==> config.mk <==
export PLATFORM = sky130hd
export DESIGN_NAME = host_buf_port
export DESIGN_NICKNAME = d
export VERILOG_FILES = /design/src/rtl/hbp_pkg.sv /design/src/rtl/hbp_regs.sv /design/src/rtl/hbp_buffer.sv /design/src/rtl/host_buf_port.sv
export SDC_FILE = /design/constraint.sdc
export NUM_CORES = 1
export LEC_CHECK = 0
export ABC_AREA = 1
export BUFFER_PORTS_ARGS = -buffer_cell sky130_fd_sc_hd__buf_2
export CAP_MARGIN = 20
export CORE_MARGIN = 10
export CORE_UTILIZATION = 57
export CTS_CLUSTER_DIAMETER = 200
export DETAILED_ROUTE_END_ITERATION = 10
export PLACE_DENSITY = 0.75
export RECOVER_POWER = 100
export SLEW_MARGIN = 25
export SYNTH_ARGS = -nofsm -noshare
export SYNTH_HDL_FRONTEND = slang
export SYNTH_SLANG_ARGS = --single-unit
==> constraint.sdc <==
create_clock -name clk -period 5 [get_ports clk]
set_input_delay 1 -clock clk [delete_from_list [all_inputs] [get_ports clk]]
set_output_delay 1 -clock clk [all_outputs]
set_load 0.005 [all_outputs]
==> src/rtl/hbp_pkg.sv <==
package hbp_pkg;

    typedef enum logic [1:0] {
        MODE_LINEAR = 2'd0,
        MODE_SPLIT  = 2'd1,
        MODE_RING   = 2'd2,
        MODE_RSVD   = 2'd3
    } buf_mode_e;

    // One-hot region flag for a fetch index within a buffer of n bytes
    function automatic logic [2:0] region_flags(input int idx, input int n);
        if (idx < n / 3)
            return 3'b001;
        else if (idx < (2 * n) / 3)
            return 3'b010;
        else
            return 3'b100;
    endfunction

endpackage

==> src/rtl/hbp_regs.sv <==
module hbp_regs
    import hbp_pkg::*;
#(
    parameter int DATA_W    = 8,
    parameter int N_CTRL    = 3,
    parameter int BUF_BYTES = 28,
    parameter int IDX_W     = 5,
    parameter int CSEL_W    = 2,
    parameter int MODE_REG  = 2,
    parameter int MODE_LSB  = 2
) (
    input  logic                     clk,
    input  logic                     rst_n,
    input  logic                     ctrl_we,
    input  logic [CSEL_W-1:0]        ctrl_sel,
    input  logic [DATA_W-1:0]        wdata,
    input  logic                     fetch_ok,
    input  logic [IDX_W-1:0]         fetch_idx,
    output logic [N_CTRL-1:0][DATA_W-1:0] ctrl,
    output logic [DATA_W-1:0]        status
);

    typedef struct packed {
        logic [N_CTRL-1:0][DATA_W-1:0] ctrl;
        logic [2:0]                    flags;
    } regs_t;

    regs_t state_d, state_q;

    always_comb begin
        state_d = state_q;
        if (ctrl_we && int'(ctrl_sel) < N_CTRL) begin
            state_d.ctrl[ctrl_sel] = wdata;
            if (int'(ctrl_sel) == MODE_REG &&
                wdata[MODE_LSB+:2] == MODE_RSVD) begin
                state_d.ctrl[ctrl_sel][MODE_LSB+:2] = state_q.ctrl[MODE_REG][MODE_LSB+:2];
            end
        end
        if (fetch_ok) begin
            state_d.flags = region_flags(int'(fetch_idx), BUF_BYTES);
        end
    end

    always_ff @(posedge clk) begin
        if (!rst_n) begin
            state_q <= '0;
        end else begin
            state_q <= state_d;
        end
    end

    assign ctrl   = state_q.ctrl;
    assign status = {{(DATA_W-3){1'b0}}, state_q.flags};


    mode_hold_chk: assert property (@(posedge clk) disable iff (!rst_n)
        (ctrl_we && int'(ctrl_sel) == MODE_REG && wdata[MODE_LSB+:2] == 2'b11)
        |=> $stable(state_q.ctrl[MODE_REG][MODE_LSB+:2]));


    status_onehot_chk: assert property (@(posedge clk) disable iff (!rst_n)
        $onehot0(status));

endmodule

==> src/rtl/hbp_buffer.sv <==
module hbp_buffer #(
    parameter int DATA_W    = 8,
    parameter int BUF_BYTES = 28,
    parameter int IDX_W     = 5
) (
    input  logic              clk,
    input  logic              rst_n,
    input  logic              wr_en,
    input  logic [IDX_W-1:0]  wr_idx,
    input  logic [DATA_W-1:0] wr_data,
    input  logic [IDX_W-1:0]  host_idx,
    output logic [DATA_W-1:0] host_data,
    input  logic              rd_en,
    input  logic [IDX_W-1:0]  rd_idx,
    output logic [DATA_W-1:0] rd_data
);

    logic [DATA_W-1:0] mem [BUF_BYTES];
    logic [DATA_W-1:0] rd_data_d, rd_data_q;

    // Storage keeps its contents through reset
    always_ff @(posedge clk) begin
        if (wr_en) begin
            mem[wr_idx] <= wr_data;
        end
    end

    assign host_data = mem[host_idx];

    always_comb begin
        rd_data_d = rd_data_q;
        if (rd_en) begin
            if (wr_en && wr_idx == rd_idx)
                rd_data_d = wr_data;
            else
                rd_data_d = mem[rd_idx];
        end
    end

    always_ff @(posedge clk) begin
        if (!rst_n) begin
            rd_data_q <= '0;
        end else begin
            rd_data_q <= rd_data_d;
        end
    end

    assign rd_data = rd_data_q;


    write_first_chk: assert property (@(posedge clk) disable iff (!rst_n)
        (rd_en && wr_en && wr_idx == rd_idx) |=> rd_data == $past(wr_data));

endmodule

==> src/rtl/host_buf_port.sv <==
module host_buf_port
    import hbp_pkg::*;
#(
    parameter int DATA_W    = 8,
    parameter int ADDR_W    = 5,
    parameter int N_CTRL    = 3,
    parameter int BUF_BYTES = 28
) (
    input  logic              clk,
    input  logic              rst_n,
    input  logic              cs_n,
    input  logic              rw,
    input  logic [ADDR_W-1:0] addr,
    input  logic [DATA_W-1:0] din,
    output logic [DATA_W-1:0] dout,
    output logic              dout_oe,
    input  logic              tx_rd_en,
    input  logic [ADDR_W-1:0] tx_idx,
    output logic [DATA_W-1:0] tx_data,
    output logic              tx_enable,
    output logic [1:0]        tx_mode,
    output logic [DATA_W-1:0] cfg0,
    output logic [DATA_W-1:0] cfg1
);

    localparam int BUF_BASE = N_CTRL + 1;
    localparam int IDX_W    = $clog2(BUF_BYTES);
    localparam int CSEL_W   = (N_CTRL > 1) ? $clog2(N_CTRL) : 1;
    localparam int MODE_REG = 2;
    localparam int MODE_LSB = 2;

    typedef struct packed {
        logic [DATA_W-1:0] dout;
        logic              oe;
    } host_out_t;

    host_out_t out_d, out_q;

    logic host_rd, host_wr;
    logic is_stat, is_ctrl, is_buf;
    logic [CSEL_W-1:0] ctrl_sel;
    logic [IDX_W-1:0]  buf_idx;
    logic [IDX_W-1:0]  fetch_idx;
    logic              fetch_ok;
    logic [N_CTRL-1:0][DATA_W-1:0] ctrl;
    logic [DATA_W-1:0] status;
    logic [DATA_W-1:0] buf_rdata;

    assign host_rd   = !cs_n && rw;
    assign host_wr   = !cs_n && !rw;
    assign is_stat   = (int'(addr) == 0);
    assign is_ctrl   = (int'(addr) >= 1) && (int'(addr) <= N_CTRL);
    assign is_buf    = (int'(addr) >= BUF_BASE) && (int'(addr) < BUF_BASE + BUF_BYTES);
    assign ctrl_sel  = CSEL_W'(int'(addr) - 1);
    assign buf_idx   = IDX_W'(int'(addr) - BUF_BASE);
    assign fetch_ok  = tx_rd_en && (int'(tx_idx) < BUF_BYTES);
    assign fetch_idx = IDX_W'(tx_idx);

    hbp_regs #(
        .DATA_W(DATA_W), .N_CTRL(N_CTRL), .BUF_BYTES(BUF_BYTES), .IDX_W(IDX_W),
        .CSEL_W(CSEL_W), .MODE_REG(MODE_REG), .MODE_LSB(MODE_LSB)
    ) u_regs (
        .clk      (clk),
        .rst_n    (rst_n),
        .ctrl_we  (host_wr && is_ctrl),
        .ctrl_sel (ctrl_sel),
        .wdata    (din),
        .fetch_ok (fetch_ok),
        .fetch_idx(fetch_idx),
        .ctrl     (ctrl),
        .status   (status)
    );

    hbp_buffer #(
        .DATA_W(DATA_W), .BUF_BYTES(BUF_BYTES), .IDX_W(IDX_W)
    ) u_buffer (
        .clk      (clk),
        .rst_n    (rst_n),
        .wr_en    (host_wr && is_buf),
        .wr_idx   (buf_idx),
        .wr_data  (din),
        .host_idx (buf_idx),
        .host_data(buf_rdata),
        .rd_en    (fetch_ok),
        .rd_idx   (fetch_idx),
        .rd_data  (tx_data)
    );

    always_comb begin
        out_d      = out_q;
        out_d.oe   = host_rd;
        if (host_rd) begin
            if (is_stat)
                out_d.dout = status;
            else if (is_ctrl)
                out_d.dout = ctrl[ctrl_sel];
            else if (is_buf)
                out_d.dout = buf_rdata;
            else
                out_d.dout = '0;
        end
    end

    always_ff @(posedge clk) begin
        if (!rst_n) begin
            out_q <= '0;
        end else begin
            out_q <= out_d;
        end
    end

    assign dout      = out_q.dout;
    assign dout_oe   = out_q.oe;
    assign tx_enable = ctrl[MODE_REG][0] & ctrl[MODE_REG][1];
    assign tx_mode   = ctrl[MODE_REG][MODE_LSB+:2];
    assign cfg0      = ctrl[0];
    assign cfg1      = ctrl[1];


    oe_after_read_chk: assert property (@(posedge clk) disable iff (!rst_n)
        dout_oe |-> $past(!cs_n && rw));


    status_wr_ignored_chk: assert property (@(posedge clk) disable iff (!rst_n)
        (host_wr && is_stat && !tx_rd_en) |=> $stable(status));

endmodule

==> run_results.csv, run 1 <==
group,metric,value,unit
status,violations,"max-capacitance violations, max-slew violations",
min_path,hp-class,"reg -> reg",
setup_path,crit_arrival,4.47,ns
routing,vias,12500,
placed_design,hpwl,26800,um
synth,ys.warnings.count,0,
timing,holdWs,0.465,ns
timing,fmax,250,MHz
clocking,cts_inserted_buffers,29,
setup_path,critical_path_class,"in -> reg",
die,die_height,179,um
placed_design,placement.io_buffers,58,
finish,final_cell_mix,"569 x nand2_1, 255 x inv_1, 224 x edfxtp_1, 154 x nand3_1, 143 x nor2_1",
die,chipWidth,179,um
grt,overflow,0,
synth,synth_seq_cells,268,
synth,synth_ff_type,"edfxtp_1",
timing,worst_slack,1.01,ns
grt,grt_max_degree,185,
finish,stdcell_count,2154,
grt,grt_pass1_vias,11700,
routing,ant_nets,0,
setup_path,path_max_fanout,27,
synth,synth_top_cell_by_area,"edfxtp_1",
synth,ys_seq_area_share,52.5,%
setup_path,cp_common_cell,"nand2_1",
synth,synth_edf_count,224,
die,core,25100,um2
clocking,cts_resized,0,
timing,setup_viol,0,
setup_path,max_stage_delay,1.05,ns
finish,drive_gt1_share,4.17,%
timing,min_period,3.99,ns
clocking,cts.clk_slew.worst_paths,0.06,ns
clocking,worstSkewPairLatency,0.56,ns
routing,top_layer_used,"met4",
finish,area_delta_synth_final,6.96,%
clocking,cts-root-buf,"clkbuf_16",
clocking,cts_tree,"built",
synth,synthArstFlopShare,0,%
grt,grt.total_usage,25.4,%
grt,grt_pass1_wl,66500,um
die,start_util,57.7,%
setup_path,critPathRequiredTime,5.48,ns
synth,synth_cell_types,34,
routing,dr_wl_met3,4690,um
timing,relSlewSlack,-47.3,%
synth,netlist_instances,1813,
clocking,clockBufferDepth,3,
power,p_leak,0.00675,uW
synth,avgSynthCellArea,7.99,um2
routing,routed_wl,42800,um
synth,synth_area,14500,um2
power,ir_worst_vdd,313,uV
routing,wl_met1,17600,um
routing,wl_met2,19100,um
timing,finalHoldViolCount,0,
power,power,5080,uW
setup_path,cp_cell_sequence,"clkbuf_1, inv_1, buf_4, a21oi_1, o21ai_0, nand3_1, nand2_1, nand2_1, nand3_1, nand2_1, nand2_1, a21oi_1",
status,status,"finished, violations left",
timing,rsz0062_at_grt,"no",
clocking,h-tree-depth,1,
placed_design,place_ws,1.34,ns
setup_path,start_kind,"primary input",
clocking,cts_hold_buf,0,
placed_design,placed_cells,2101,
timing,slew_viol_final,262,
timing,skew,0.0107,ns
timing,period_share,79.9,%
synth,synth_area_leaders,"edfxtp_1 46%, nand2_1 15%, inv_1 6.6%, dfxtp_1 6.1%, nand3_1 5.3%",
placed_design,gp_congestion,0.989,
clocking,postCtsSetupBuffers,0,
timing,tightest_slew,2.21,ns
routing,drt_iter0_markers,2060,
synth,yosys.area.top_type_share,46.4,%
finish,mostFrequentLayoutCell,"nand2_1",
routing,dr.pass1.iters,5,
run,maxCapViolations,8,
finish,nets,1836,
routing,drc,0,
die,fp-row-count,58,
grt,grt_antenna_before_repair,0,
routing,route.detailed.vias_per_inst,5.78,
routing,route.detailed.wl_per_inst,19.9,um
die,die-area,32200,um2
clocking,cts.sinks,268,
setup_path,slowest_stage,"clkbuf_1",
die,pin_count,59,
setup_path,worstSetupEndpointType,"flop",
synth,synthesis.nets,1847,
power,power_density,328,nW/um2
finish,n_antenna_cell,0,
timing,setup-tns-final,0,ns
Yosys cell counts, types with 2 or more instances:
| cell type | instances |
|---|---|
| nand2_4 | 3 |
| nor2_2 | 6 |
| buf_4 | 24 |
| nand4_1 | 7 |
| nand3_2 | 2 |
| o211ai_1 | 44 |
| nand3_1 | 154 |
| ha_1 | 11 |
| o32ai_1 | 3 |
| clkbuf_1 | 27 |
| o2111ai_1 | 3 |
| inv_1 | 253 |
| clkinv_1 | 3 |
| nor2_1 | 142 |
| nand2_1 | 564 |
| o21ai_1 | 6 |
| o21ai_0 | 107 |
| buf_2 | 42 |
| nand2_2 | 2 |
| inv_2 | 6 |
| edfxtp_1 | 224 |
| buf_6 | 8 |
| a21oi_1 | 108 |
| dfxtp_1 | 44 |
| nor3_1 | 2 |
| buf_1 | 10 |
kinds of logic after synthesis:
group	after synthesis	share of synthesized area, %
simple gates	883	24.8
buf+inv	375	11.2
compound gates	275	10.5
flops	268	52.5
fa+ha+maj	11	0.950
xor+xnor	1	0.0605
per-layer routing:
metal | global-route usage (%) | vias to the layer above
li1 | - | 5824
met1 | 35.1 | 5773
met2 | 39.6 | 749
met3 | 4.58 | 108
met4 | 8.70 | 0
met5 | 0 | -
worst paths after layout:
| path | slack [ns] | end | cells after the start | from |
|---|---|---|---|---|
| hold reg to reg | 0.46 | u_buffer.rd_data[1]$_SDFFE_PN0P_ | 2 | u_buffer.rd_data[1]$_SDFFE_PN0P_ |
| setup reg to reg | 3.39 | u_buffer.rd_data[6]$_SDFFE_PN0P_ | 10 | u_buffer.mem[5][6]$_DFFE_PP_ |
| hold / removal | 0.46 | u_buffer.rd_data[1]$_SDFFE_PN0P_ | 2 | u_buffer.rd_data[1]$_SDFFE_PN0P_ |
| setup / recovery | 1.01 | u_buffer.rd_data[2]$_SDFFE_PN0P_ | 12 | tx_idx[1] |
flip-flops by register name (all words and copies together) (netlist names):
register and cells:
dout_oe 1, u_regs.status 3, u_regs.ctrl 24, u_buffer.rd_data 8, dout 8, u_buffer.mem 224
area by class of cell:
cell class	count	area [um2]
clock buffers	41	798
clock inverters	12	113
fillers	2237	9620
inverters	264	1000
multi-input cells	1170	5220
flip-flops and latches	268	7610
well taps	330	413
repair buffers	69	339
power by group:
group	switching (uW)	internal, uW
sequential	12.4	2450
combinational	408	137
clock	870	1210
total	1290	3790
critical path: cells and delay by family:
kind / cells / cell delay [ns]
buf+inv: 3 / 2.40
simple gates: 6 / 0.65
compound gates: 3 / 0.40
stage by stage:
step	util, %	instance area (um2)
after floorplan	-	14500
after global placement	58.5	14700
after detailed placement	58.5	14700
after CTS	62.1	15600
after global routing	61.7	15500
final	61.7	15500
No activity file was read; power rests on OpenSTA's default activity.
==> run 2, diff against run 1 <==
CORE_UTILIZATION = 56   (was 57)
PLACE_DENSITY = 0.77   (was 0.75)
clock period = 3.3 ns   (was 5 ns; I/O delays follow)
==> run 2 against run 1 <==
Compared with the run above:
- the run still ends with max-capacitance violations, max-slew violations left
- total power is 52% higher
- via count increased by 2.0%
- first-iteration DRC count decreased by 3.8%
- worst setup slack lost 0.52 ns
- sequential power grew 51%
- hold slack better by 0.0043 ns
- clock power is 53% higher
- global-route usage up 0.26 points
- critical path type unchanged
- highest routed layer unchanged
==> run_results.csv, run 2 (synthesized netlist as in run 1, its figures left out) <==
group,metric,value,unit
status,status,"finished, violations left",
status,violations,"max-capacitance violations, max-slew violations",
die,die-area,32700,um2
grt,grt_antenna_before_repair,0,
finish,fin_area,15800,um2
clocking,h-tree-depth,1,
die,chipWidth,181,um
grt,grt_pass1_vias,12000,
setup_path,worstSetupEndpointType,"flop",
timing,slew_viol_final,155,
clocking,cts_inserted_buffers,29,
finish,n_antenna_cell,0,
setup_path,critPathRequiredTime,3.50,ns
setup_path,crit_arrival,3.02,ns
power,power_density,492,nW/um2
finish,drive_gt1_share,5.03,%
setup_path,path_max_fanout,8,
finish,final_cell_mix,"566 x nand2_1, 256 x inv_1, 224 x edfxtp_1, 154 x nand3_1, 144 x nor2_1",
die,die_height,181,um
die,start_util,57.2,%
routing,drt_iter0_markers,1982,
timing,finalHoldViolCount,0,
finish,area_delta_synth_final,8.74,%
timing,period_share,85.4,%
placed_design,post_dp_cell_area,15000,um2
grt,overflow,0,
finish,top_register,"u_buffer.mem",
clocking,cts-root-buf,"clkbuf_16",
clocking,cts_hold_buf,0,
clocking,clockBufferDepth,3,
routing,routed_wl,43800,um
routing,route.detailed.vias_per_inst,5.77,
clocking,cts_tree,"built",
timing,rsz0062_at_grt,"no",
clocking,worstSkewPairLatency,0.56,ns
grt,grt_max_degree,114,
timing,relSlewSlack,-30.8,%
clocking,cts_resized,0,
die,core,25300,um2
finish,largest_reg_flops,224,
placed_design,placement.io_buffers,58,
timing,tightest_slew,1.96,ns
timing,skew,0.0158,ns
routing,vias,12700,
timing,fmax,355,MHz
setup_path,critical_path_class,"in -> reg",
die,pin_count,59,
timing,setup_viol,0,
routing,route.detailed.wl_per_inst,19.9,um
routing,drc,0,
timing,setup-tns-final,0,ns
placed_design,hpwl,28400,um
clocking,postCtsSetupBuffers,0,
finish,nets,1882,
setup_path,start_kind,"primary input",
routing,dr.pass1.iters,6,
power,p_leak,0.00691,uW
routing,ant_nets,0,
finish,mostFrequentLayoutCell,"nand2_1",
min_path,hp-class,"reg -> reg",
timing,min_period,2.82,ns
grt,grt.total_usage,25.7,%
placed_design,gp_congestion,0.999,
die,fp-row-count,58,
run,maxCapViolations,5,
clocking,cts.clk_slew.worst_paths,0.06,ns
power,ir_worst_vdd,447,uV
clocking,cts.sinks,268,
grt,grt_pass1_wl,67100,um
==> run 2: cell count changes in the layout (fill, tap and decap cells not counted), sizes merged <==
cell      previous run  this run
clkinv              10        12
buf                 21        35
clkbuf              89       121
clkinvlp             3         0
==> run 2: worst max-delay path: stages <==
cell      delay, ns
clkbuf_1       0.50
ha_1           0.25
nand2_1        0.05
nand4_1        0.18
nand2_1        0.08
inv_1          0.15
nand2_1        0.23
clkbuf_1       0.29
nor2_1         0.27
clkbuf_1       0.36
==> run 2: through the flow <==
| step | hold slack [ns] | cells | utilization, % | power, uW | worst slack [ns] |
|---|---|---|---|---|---|
| final | 0.469 | 2199 | 62.2 | 7750 | 0.483 |
| after global routing | 0.487 | 2199 | 62.2 | 8000 | 0.354 |
| after global placement | 0.453 | 2147 | 59.4 | 4610 | 0.403 |
| after detailed placement | 0.458 | 2147 | 59.4 | 4620 | 0.360 |
| after floorplan | 0.431 | 1813 | - | 4310 | 0.577 |
| after CTS | 0.467 | 2199 | 63.1 | 7760 | 0.920 |
==> run 2: power breakdown <==
part	leakage (uW)	switching, uW	internal [uW]
Sequential	0.00237	17.9	3710
Clock	0.000465	1290	1880
Combinational	0.00407	628	216
Total	0.00691	1940	5810
==> run 2: final timing paths <==
kind | start | endpoint | slack, ns | depth (start not counted)
max | addr[2] | u_buffer.mem[11][6]$_DFFE_PP_ | 0.48 | 10
max reg2reg | u_buffer.mem[13][1]$_DFFE_PP_ | dout[1]$_SDFFE_PN0P_ | 1.65 | 12
min | u_buffer.rd_data[7]$_SDFFE_PN0P_ | u_buffer.rd_data[7]$_SDFFE_PN0P_ | 0.47 | 2
min reg2reg | u_buffer.rd_data[7]$_SDFFE_PN0P_ | u_buffer.rd_data[7]$_SDFFE_PN0P_ | 0.47 | 2
==> run 2: metal layers <==
layer / global-route usage [%] / share of wire [%] / up-vias
li1: - / - / 5912
met4: 8.89 / 3.8 / 0
met1: 34.4 / 39 / 5927
met2: 41.0 / 46 / 754
met3: 4.68 / 11 / 105
met5: 0 / 0 / -
==> run 2: final cells by class <==
class / count / area (um2)
Inverter: 264 / 1000
Tap cell: 330 / 413
Clock inverter: 11 / 103
Fill cell: 2221 / 9580
Sequential cell: 268 / 7610
Clock buffer: 41 / 827
Timing Repair Buffer: 115 / 571
Multi-Input combinational cell: 1170 / 5230
==> run 3, diff against run 2 <==
PLACE_DENSITY = 0.76   (was 0.77)
==> run 3 against run 2 <==
Compared with the run above:
- the run still ends with max-capacitance violations, max-slew violations left
- cell count is 0.27% lower
- first-iteration DRC count is 13% lower
- non-clock buffer count is 6 lower
- clock skew is 0.0018 ns higher
- hold slack worse by 0.0010 ns
- sequential share of layout area is 0.30 points lower
- flip-flop and latch count stayed put
==> run_results.csv, run 3 (synthesized netlist as in run 1, its figures left out) <==
group,metric,value,unit
setup_path,crit-reg2reg-launch,"u_buffer.mem[10][7]$_DFFE_PP_",
placed_design,placed_cells,2141,
grt,overflow,0,
clocking,h-tree-depth,1,
die,die-area,32700,um2
routing,drc,0,
finish,area_delta_synth_final,9.42,%
clocking,cts_resized,0,
grt,grt.total_usage,25.6,%
timing,slew_viol_final,260,
timing,period_share,82.3,%
grt,grt_pass1_wl,67100,um
routing,route.detailed.wl_per_inst,20.0,um
die,die_height,181,um
power,ir_worst_vdd,428,uV
finish,mostFrequentLayoutCell,"nand2_1",
grt,grt_max_degree,185,
power,power_density,497,nW/um2
die,core,25300,um2
finish,n_antenna_cell,0,
timing,rsz0062_at_grt,"no",
finish,nets,1875,
clocking,cts.clk_slew.worst_paths,0.06,ns
die,pin_count,59,
min_path,hp-class,"reg -> reg",
status,status,"finished, violations left",
setup_path,worstSetupEndpointType,"flop",
setup_path,crit_buf_inv,4,
die,chipWidth,181,um
clocking,cts_hold_buf,0,
grt,grt_pass1_vias,12000,
setup_path,cp_top_family,"buffers and inverters",
finish,final_cell_mix,"566 x nand2_1, 255 x inv_1, 224 x edfxtp_1, 154 x nand3_1, 147 x nor2_1",
clocking,cts_tree,"built",
setup_path,crit_arrival,2.96,ns
clocking,cts-root-buf,"clkbuf_16",
run,maxCapViolations,8,
timing,setup-tns-final,0,ns
routing,ant_nets,0,
grt,grt_antenna_before_repair,0,
timing,fmax,368,MHz
setup_path,r2r_end,"dout[7]$_SDFFE_PN0P_",
finish,largest_reg_flops,224,
clocking,postCtsSetupBuffers,0,
routing,drt_iter0_markers,1722,
finish,top_register,"u_buffer.mem",
setup_path,critical_path_class,"in -> reg",
setup_path,start_kind,"primary input",
placed_design,placement.io_buffers,58,
status,violations,"max-capacitance violations, max-slew violations",
routing,routed_wl,43800,um
setup_path,cp.depth,8,
die,fp-row-count,58,
timing,holdWs,0.468,ns
setup_path,slowest_stage,"clkbuf_1",
setup_path,regToRegSetupSlack,1.74,ns
placed_design,place_ws,0.481,ns
min_path,whs_path_depth,2,
finish,stdcell_count,2193,
power,p_leak,0.00698,uW
placed_design,gp_congestion,0.992,
clocking,cts.sinks,268,
setup_path,critPathRequiredTime,3.55,ns
timing,setup_viol,0,
timing,tightest_slew,1.96,ns
routing,route.detailed.vias_per_inst,5.80,
clocking,cts_inserted_buffers,28,
clocking,clockBufferDepth,3,
die,start_util,57.2,%
setup_path,max_stage_delay,0.51,ns
setup_path,ff2ff_path_depth,12,
routing,dr.pass1.iters,6,
setup_path,cp-endpoint,"u_buffer.mem[0][5]$_DFFE_PP_",
timing,worst_slack,0.585,ns
setup_path,startpoint,"addr[2]",
clocking,worstSkewPairLatency,0.56,ns
placed_design,hpwl,27800,um
setup_path,cp_cell_sequence,"clkbuf_1, inv_8, ha_1, nand3_1, nor2_1, inv_1, nor2_1, clkbuf_1",
setup_path,path_max_fanout,10,
timing,relSlewSlack,-31.0,%
finish,drive_gt1_share,5.80,%
timing,min_period,2.72,ns
timing,finalHoldViolCount,0,
timing,skew,0.0176,ns
routing,vias,12700,
==> run 3: routing by layer <==
metal	part of all wire, %	vias to the layer above	wire length [um]	global-route usage [%]
met5	0	-	0	0
met4	2.8	0	1240	8.43
met3	12	102	5150	4.82
met1	40	5917	17500	34.5
li1	-	5910	-	-
met2	45	800	19900	40.6
==> run 3: cell type report <==
class                      count  area, um2
fill                        2185       9480
sequential                   268       7610
multi-input combinational   1170       5230
inverter                     264       1000
clock buffer                  42        833
timing repair buffer         109        638
tap                          330        413
clock inverter                10        130
==> run 3: worst reg2reg max path, cell delays in order, from the launching register on <==
cell and delay (ns):
edfxtp_1 0.38, nor2_1 0.10, nor2_1 0.05, nand2_1 0.10, nand2_1 0.10, nand2_1 0.12
nand2_1 0.06, nor2_1 0.10, nand2_1 0.08, nand2_1 0.12, nand2_1 0.07, nand2_1 0.07
a21oi_1 0.06
==> run 3: worst min path at each step <==
| stage | from | end | slack, ns |
|---|---|---|---|
| 2_1_floorplan | u_regs.ctrl[22]$_SDFFE_PN0P_ | u_regs.ctrl[22]$_SDFFE_PN0P_ | 0.43 |
| 6_report | u_regs.ctrl[0]$_SDFFE_PN0P_ | u_regs.ctrl[0]$_SDFFE_PN0P_ | 0.47 |
| 3_5_place_dp | u_regs.ctrl[0]$_SDFFE_PN0P_ | u_regs.ctrl[0]$_SDFFE_PN0P_ | 0.45 |
| 4_1_cts | u_regs.ctrl[0]$_SDFFE_PN0P_ | u_regs.ctrl[0]$_SDFFE_PN0P_ | 0.46 |
| 3_3_place_gp | u_regs.ctrl[22]$_SDFFE_PN0P_ | u_regs.ctrl[22]$_SDFFE_PN0P_ | 0.44 |
| 5_1_grt | u_buffer.rd_data[6]$_SDFFE_PN0P_ | u_buffer.rd_data[6]$_SDFFE_PN0P_ | 0.49 |
==> run 3: where the power goes <==
group | total, uW | switching [uW] | internal, uW
Clock | 3300 | 1320 | 1980
Sequential | 3730 | 18.6 | 3710
Combinational | 851 | 630 | 221
==> run 3: through the flow <==
step           cell area, um2  utilization [%]  total power, uW
4_1_cts                 16000             63.2             7880
6_report                15800             62.6             7880
5_1_grt                 15800             62.6             8120
3_3_place_gp            15000             59.4             4620
3_5_place_dp            15000             59.4             4630
2_1_floorplan           14500                -             4310
